`src/rtl/clkmon_irq_pkg.sv`:
```
package clkmon_irq_pkg;

  localparam int unsigned ADR_STAT = 0;
  localparam int unsigned ADR_MASK = 1;
  localparam int unsigned ADR_CTRL = 2;
  localparam int unsigned CTRL_W   = 3;

  typedef struct packed {
    logic route;
    logic hiz;
    logic act_high;
  } ctrl_t;

endpackage

```
`src/rtl/clkmon_irq_edge.sv`:
```
module clkmon_irq_edge #(
  parameter int unsigned N = 9
) (
  input  logic         clk,
  input  logic         rst_n,
  input  logic [N-1:0] evt_i,
  output logic [N-1:0] rise_o
);

  for (genvar g = 0; g < N; g++) begin : g_bit
    logic prev_q;

    always_ff @(posedge clk or negedge rst_n) begin
      if (!rst_n) prev_q <= 1'b0;
      else        prev_q <= evt_i[g];
    end

    assign rise_o[g] = evt_i[g] & ~prev_q;

    assert_rise_once_R10: assert property (@(posedge clk) disable iff (!rst_n)
      rise_o[g] |=> !rise_o[g]);
  end

endmodule

```
`src/rtl/clkmon_irq_regs.sv`:
```
module clkmon_irq_regs
  import clkmon_irq_pkg::*;
#(
  parameter int unsigned N  = 9,
  parameter int unsigned AW = 4,
  parameter int unsigned DW = 16
) (
  input  logic          clk,
  input  logic          rst_n,
  input  logic [N-1:0]  rise_i,
  input  logic          wr_i,
  input  logic [AW-1:0] addr_i,
  input  logic [DW-1:0] wdata_i,
  output logic [DW-1:0] rdata_o,
  output logic [N-1:0]  status_o,
  output ctrl_t         ctrl_o,
  output logic          pend_o
);

  logic [N-1:0] status_q, status_d;
  logic [N-1:0] mask_q, mask_d;
  ctrl_t        ctrl_q, ctrl_d;
  logic [N-1:0] clr_vec;
  logic         sel_stat, sel_mask, sel_ctrl;
  logic         mask_we, ctrl_we;
  logic         unused_wdata;

  assign sel_stat = (addr_i == AW'(ADR_STAT));
  assign sel_mask = (addr_i == AW'(ADR_MASK));
  assign sel_ctrl = (addr_i == AW'(ADR_CTRL));
  assign mask_we  = wr_i & sel_mask;
  assign ctrl_we  = wr_i & sel_ctrl;
  assign unused_wdata = ^wdata_i[DW-1:N];

  always_comb begin
    clr_vec  = (wr_i && sel_stat) ? wdata_i[N-1:0] : '0;
    status_d = (status_q & ~clr_vec) | rise_i;
    mask_d   = wdata_i[N-1:0];
    ctrl_d   = ctrl_t'(wdata_i[CTRL_W-1:0]);
  end

  always_ff @(posedge clk or negedge rst_n) begin
    if (!rst_n) begin
      status_q <= '0;
      mask_q   <= '0;
      ctrl_q   <= '0;
    end else begin
      status_q <= status_d;
      if (mask_we) mask_q <= mask_d;
      if (ctrl_we) ctrl_q <= ctrl_d;
    end
  end

  always_comb begin
    rdata_o = '0;
    if (sel_stat)      rdata_o = DW'(status_q);
    else if (sel_mask) rdata_o = DW'(mask_q);
    else if (sel_ctrl) rdata_o = DW'(ctrl_q);
  end

  assign status_o = status_q;
  assign ctrl_o   = ctrl_q;
  assign pend_o   = |(status_q & mask_q);

  assert_clear_needs_write_R2: assert property (@(posedge clk) disable iff (!rst_n)
    (($past(status_q) & ~status_q) != '0) |-> $past(wr_i && sel_stat));

  assert_set_wins_R3: assert property (@(posedge clk) disable iff (!rst_n)
    (rise_i != '0) |=> ((status_q & $past(rise_i)) == $past(rise_i)));

  assert_mask_hold_R11: assert property (@(posedge clk) disable iff (!rst_n)
    !mask_we |=> $stable(mask_q));

  assert_ctrl_hold_R11: assert property (@(posedge clk) disable iff (!rst_n)
    !ctrl_we |=> $stable(ctrl_q));

endmodule

```
`src/rtl/clkmon_irq_drive.sv`:
```
module clkmon_irq_drive
  import clkmon_irq_pkg::*;
(
  input  logic  clk,
  input  logic  rst_n,
  input  logic  pend_i,
  input  logic  fail_i,
  input  ctrl_t ctrl_i,
  output logic  irq_o,
  output logic  irq_oe_o,
  output logic  alt_o,
  output logic  alt_oe_o
);

  always_comb begin
    irq_o    = ctrl_i.act_high ? pend_i : ~pend_i;
    irq_oe_o = ctrl_i.hiz ? pend_i : 1'b1;
    alt_oe_o = ctrl_i.route;
    alt_o    = ctrl_i.route & fail_i;
  end

  assert_level_R6: assert property (@(posedge clk) disable iff (!rst_n)
    pend_i |-> (irq_o == ctrl_i.act_high));

  assert_pushpull_R7: assert property (@(posedge clk) disable iff (!rst_n)
    !ctrl_i.hiz |-> irq_oe_o);

  assert_float_idle_R7: assert property (@(posedge clk) disable iff (!rst_n)
    (ctrl_i.hiz && !pend_i) |-> !irq_oe_o);

  assert_alt_off_R8: assert property (@(posedge clk) disable iff (!rst_n)
    !ctrl_i.route |-> (!alt_oe_o && !alt_o));

endmodule

```
`src/rtl/clkmon_irq_agg.sv`:
```
module clkmon_irq_agg
  import clkmon_irq_pkg::*;
#(
  parameter int unsigned NUM_EVT  = 9,
  parameter int unsigned ADDR_W   = 4,
  parameter int unsigned DATA_W   = 16,
  parameter int unsigned FAIL_IDX = 5,
  parameter int unsigned SYNC_STG = 2
) (
  input  logic              clk_i,
  input  logic              rst_n_i,
  input  logic [NUM_EVT-1:0] evt_i,
  input  logic              reg_wr_i,
  input  logic [ADDR_W-1:0] reg_addr_i,
  input  logic [DATA_W-1:0] reg_wdata_i,
  output logic [DATA_W-1:0] reg_rdata_o,
  output logic              irq_o,
  output logic              irq_oe_o,
  output logic              alt_o,
  output logic              alt_oe_o
);

  logic [SYNC_STG-1:0] rst_sync_q;
  logic                rst_n;
  logic [NUM_EVT-1:0]  rise;
  logic [NUM_EVT-1:0]  status;
  ctrl_t               ctrl;
  logic                pend;

  always_ff @(posedge clk_i or negedge rst_n_i) begin
    if (!rst_n_i) rst_sync_q <= '0;
    else          rst_sync_q <= {rst_sync_q[SYNC_STG-2:0], 1'b1};
  end
  assign rst_n = rst_sync_q[SYNC_STG-1];

  clkmon_irq_edge #(.N(NUM_EVT)) u_edge (
    .clk    (clk_i),
    .rst_n  (rst_n),
    .evt_i  (evt_i),
    .rise_o (rise)
  );

  clkmon_irq_regs #(.N(NUM_EVT), .AW(ADDR_W), .DW(DATA_W)) u_regs (
    .clk      (clk_i),
    .rst_n    (rst_n),
    .rise_i   (rise),
    .wr_i     (reg_wr_i),
    .addr_i   (reg_addr_i),
    .wdata_i  (reg_wdata_i),
    .rdata_o  (reg_rdata_o),
    .status_o (status),
    .ctrl_o   (ctrl),
    .pend_o   (pend)
  );

  clkmon_irq_drive u_drive (
    .clk      (clk_i),
    .rst_n    (rst_n),
    .pend_i   (pend),
    .fail_i   (status[FAIL_IDX]),
    .ctrl_i   (ctrl),
    .irq_o    (irq_o),
    .irq_oe_o (irq_oe_o),
    .alt_o    (alt_o),
    .alt_oe_o (alt_oe_o)
  );

  assert_event_sets_R1: assert property (@(posedge clk_i) disable iff (!rst_n)
    (rise != '0) |=> ((status & $past(rise)) != '0));

  assert_reset_quiet_R9: assert property (@(posedge clk_i)
    !rst_n |-> (status == '0 && !pend));

endmodule

```
`config.mk`:
```
export PLATFORM = sky130hd
export DESIGN_NAME = clkmon_irq_agg
export DESIGN_NICKNAME = d
export VERILOG_FILES = /design/src/rtl/clkmon_irq_pkg.sv /design/src/rtl/clkmon_irq_edge.sv /design/src/rtl/clkmon_irq_regs.sv /design/src/rtl/clkmon_irq_drive.sv /design/src/rtl/clkmon_irq_agg.sv
export SDC_FILE = /design/constraint.sdc
export NUM_CORES = 1
export LEC_CHECK = 0
export ABC_AREA = 1
export BUFFER_PORTS_ARGS = -buffer_cell sky130_fd_sc_hd__buf_4
export CORE_ASPECT_RATIO = 0.5
export CORE_MARGIN = 2
export CORE_UTILIZATION = 49
export CTS_CLUSTER_DIAMETER = 120
export CTS_CLUSTER_SIZE = 28
export DETAILED_ROUTE_END_ITERATION = 10
export PLACE_DENSITY = 0.81
export SLEW_MARGIN = 20
export SYNTH_ARGS = -nofsm -noshare
export SYNTH_HDL_FRONTEND = slang
export SYNTH_SLANG_ARGS = --single-unit
```
`constraint.sdc`:
```
create_clock -name clk_i -period 1.4 [get_ports clk_i]
set_input_delay 0.28 -clock clk_i [delete_from_list [all_inputs] [get_ports clk_i]]
set_output_delay 0.28 -clock clk_i [all_outputs]
set_load 0.1 [all_outputs]
```
==> results.toml <==
[cts]
tritoncts = "done"
cts_buffer_depth = 2
clkLatencyLatePin_ns = 0.28
numCtsBuffers = 5
cts_root_buf = "clkbuf_8"
htree_levels = 2
clk_pin_slew_worst_paths_ns = 0.07
cts_sinks = 32

[critical_path]
slowest_delay_ns = 0.41
start_kind = "flip-flop"
crit_top_cell = "nand2_1"
reg2reg_setup_slack_ns = 0.33
crit_arrival_ns = 1.47
crit_path_cell_trace = "nand2_1, nand3_2, nor2_4, nand2_1, nand2_2, nand2_4, buf_12"
worstRegToRegCells = 5
endpoint_kind = "output port"
required_ns = 1.12
crit_type = "reg -> out"
cp_slowest_cell = "dfrtp_1"
r2r_end = "u_regs.status_o[5]"
crit_fanout = 3
reg2reg_from = "u_regs.status_o[5]"

[drt]
ant_nets = 0
dr.first_iter.drc_count = 248
vias_per_cell = 5.90
routed.top_layer = "met4"
drc = 0
wl_met2_um = 2790
totalWireLength_um = 6100
wl_met1_um = 2080
post_drt_wl_per_cell_um = 19.9
vias = 1811
wl_met3_um = 698
dr.pass1.iters = 7

[synthesis]
syn_area_um2 = 1510
synthAdderAreaFrac_pct = 0
synth_compound_area_share_pct = 2.49
yosys-top-cells-area = "dfrtp_1, nand2_1, nand3_1, buf_4, inv_1"
synth_top_family_by_area = "simple AND/OR/NAND/NOR gates"
yosys.area.top_type = "dfrtp_1"
synth_warnings = 0
synth.area.mux_share_pct = 0
synth_cell_types = 17
synth_xor_area_share_pct = 0
avgSynthCellArea_um2 = 8.20
ys_seq_elements = 32
seq_area_frac_synth_pct = 53.1
syn_inst = 184
synth_top_area_share_pct = 53.1
synth_simple_gate_area_share_pct = 35.4

[global_route]
antenna_found_initial = 0
grt_pass1_vias = 1680
grt_max_degree = 22
grt_first_pass_wirelength_um = 7940
grt-ovfl-total = 0
grt.total_usage_pct = 31.7

[floorplanning]
die-width_um = 82.5
fp.coreArea_um2 = 2960
num_rows = 14
die_area_um2 = 3570
io_pins = 52
initial_core_util_pct = 51.0
die_y_um = 43.2

[finish]
final_common_cell = "nand2_1"
diodes = 0
final_nets = 299
final_cell_mix = "nand2_1, buf_4, dfrtp_1, nand3_1, nand2_4"
fillers = 124
layout-drive-gt1-share_pct = 46.8
synthToLayoutAreaGrowth_pct = 70.3

[sta]
rsz0062_at_grt = "yes"
slew_violations = 0
finClkSkew_ns = 0.00510
hold_violations = 0
finalCritPeriodShare_pct = 125
final.setup.tns_ns = -2.80
fmax_mhz = 572
setup_ws_ns = -0.349
setup_viol = 12
layout_min_cycle_time_ns = 1.75

[run_status]
violations = "setup timing"
status = "finished, violations left"

[worst_hold_path]
hp-class = "in -> reg"
whs_endpoint = "u_edge.g_bit[5].prev_q"
hold_depth = 1
hp-start = "evt_i[5]"

[place]
portBuffers = 37
dpl.hpwl_um = 2740
gp_routability_congestion = 0.855
place_ws_ns = -0.210

[power]
cellPowerDensity_nw_per_um2 = 1180
intPower_mw = 1.80
pwr-share-clk_pct = 22.5
p_seq_share_pct = 36.9
combPwrFrac_pct = 40.6
p_sw_mw = 1.24
power.total_mw = 3.04
leakagePower_nw = 1.34
vdd_ir_drop_max_mv = 0.908
swShare_pct = 40.8

[run]
drv_cap = 0
[sequential cells by signal, indices dropped and copies added (netlist names)]
signal and count:
rst_sync_q 2, u_regs.ctrl_o 3, u_regs.mask_q 9, u_edge.g_bit.prev_q 9
u_regs.status_o 9
[stage by stage]
| step | instance area [µm²] | instances | util (%) | hold WS (ns) |
|---|---|---|---|---|
| after global routing | 2570 | 307 | 86.8 | 0.104 |
| after global placement | 2110 | 285 | 71.2 | 0.0635 |
| after detailed placement | 2110 | 285 | 71.2 | 0.0638 |
| after floorplan | 1610 | 190 | - | -0.0156 |
| final | 2570 | 307 | 86.8 | 0.109 |
| after CTS | 2470 | 299 | 83.3 | 0.107 |
[synthesized netlist by cell type]
library cell / instances
nand2_1: 88
nand2_4: 1
nand3_1: 21
nor2_2: 1
buf_4: 8
inv_1: 14
nor2_8: 1
conb_1: 2
nand3b_1: 1
nor2_1: 2
nand2_2: 2
o211ai_1: 3
buf_6: 1
dfrtp_1: 32
nor2_4: 3
o21ai_0: 3
buf_2: 1
[layer usage]
metal / global-route usage, % / up-vias
li1: - / 723
met1: 36.9 / 835
met2: 51.5 / 177
met3: 11.3 / 76
met4: 16.7 / 0
met5: 0 / -
[worst max-delay path by stage]
stage	from	end	slack [ns]	cells past startpoint
final	u_regs.mask_q[6]	irq_o	-0.35	7
after global placement	reg_addr_i[3]	reg_rdata_o[2]	-0.18	8
after CTS	u_regs.mask_q[5]	irq_o	-0.29	7
after floorplan	u_regs.ctrl_o[2]	reg_rdata_o[2]	-1.01	2
after global routing	u_regs.status_o[8]	irq_o	-0.41	7
after detailed placement	reg_addr_i[3]	reg_rdata_o[2]	-0.21	8
[cells by family (layout without fill, tap and decap cells)]
family                 count (synthesis)  count (layout)
AOI/OAI and AO/OA                      6               6
other                                  2               8
DFF                                   32              32
buffers and inverters                 24             101
and+or+nand+nor                      120             120
[repair_timing]
action | 4_1_cts | 5_1_grt
gates cloned | 1 | 0
endpoints found under the setup margin | 12 | 12
hold buffers | 1 | 0
gates resized for setup | 53 | 16
buffers inserted | 5 | 10
pin swaps | 2 | 7
hold endpoints to repair | 2 | 0
[worst max-delay path, delay by kind of cell (launching register included)]
family                 cells  cell delay (ns)
and+or+nand+nor            6             0.61
buffers and inverters      1             0.16
DFF                        1             0.41
[power by group through the flow]
stage / clock network (mW) / logic (mW) / registers, mW
after global routing: 0.732 / 1.28 / 1.13
after detailed placement: 0 / 0.958 / 1.11
after global placement: 0 / 0.935 / 1.10
after floorplan: 0 / 0.588 / 1.17
final: 0.683 / 1.24 / 1.12
after CTS: 0.665 / 1.12 / 1.10
[area by class of cell]
cell class | instances | area [µm²] | share of cell area, %
Sequential cell | 32 | 805 | 31.3
Timing Repair Buffer | 80 | 802 | 31.2
Multi-Input combinational cell | 134 | 779 | 30.3
Clock buffer | 6 | 72.6 | 2.82
Inverter | 14 | 56.3 | 2.19
Tap cell | 40 | 50.0 | 1.95
Clock inverter | 1 | 5.00 | 0.195
No activity file was read; power rests on OpenSTA's default activity.
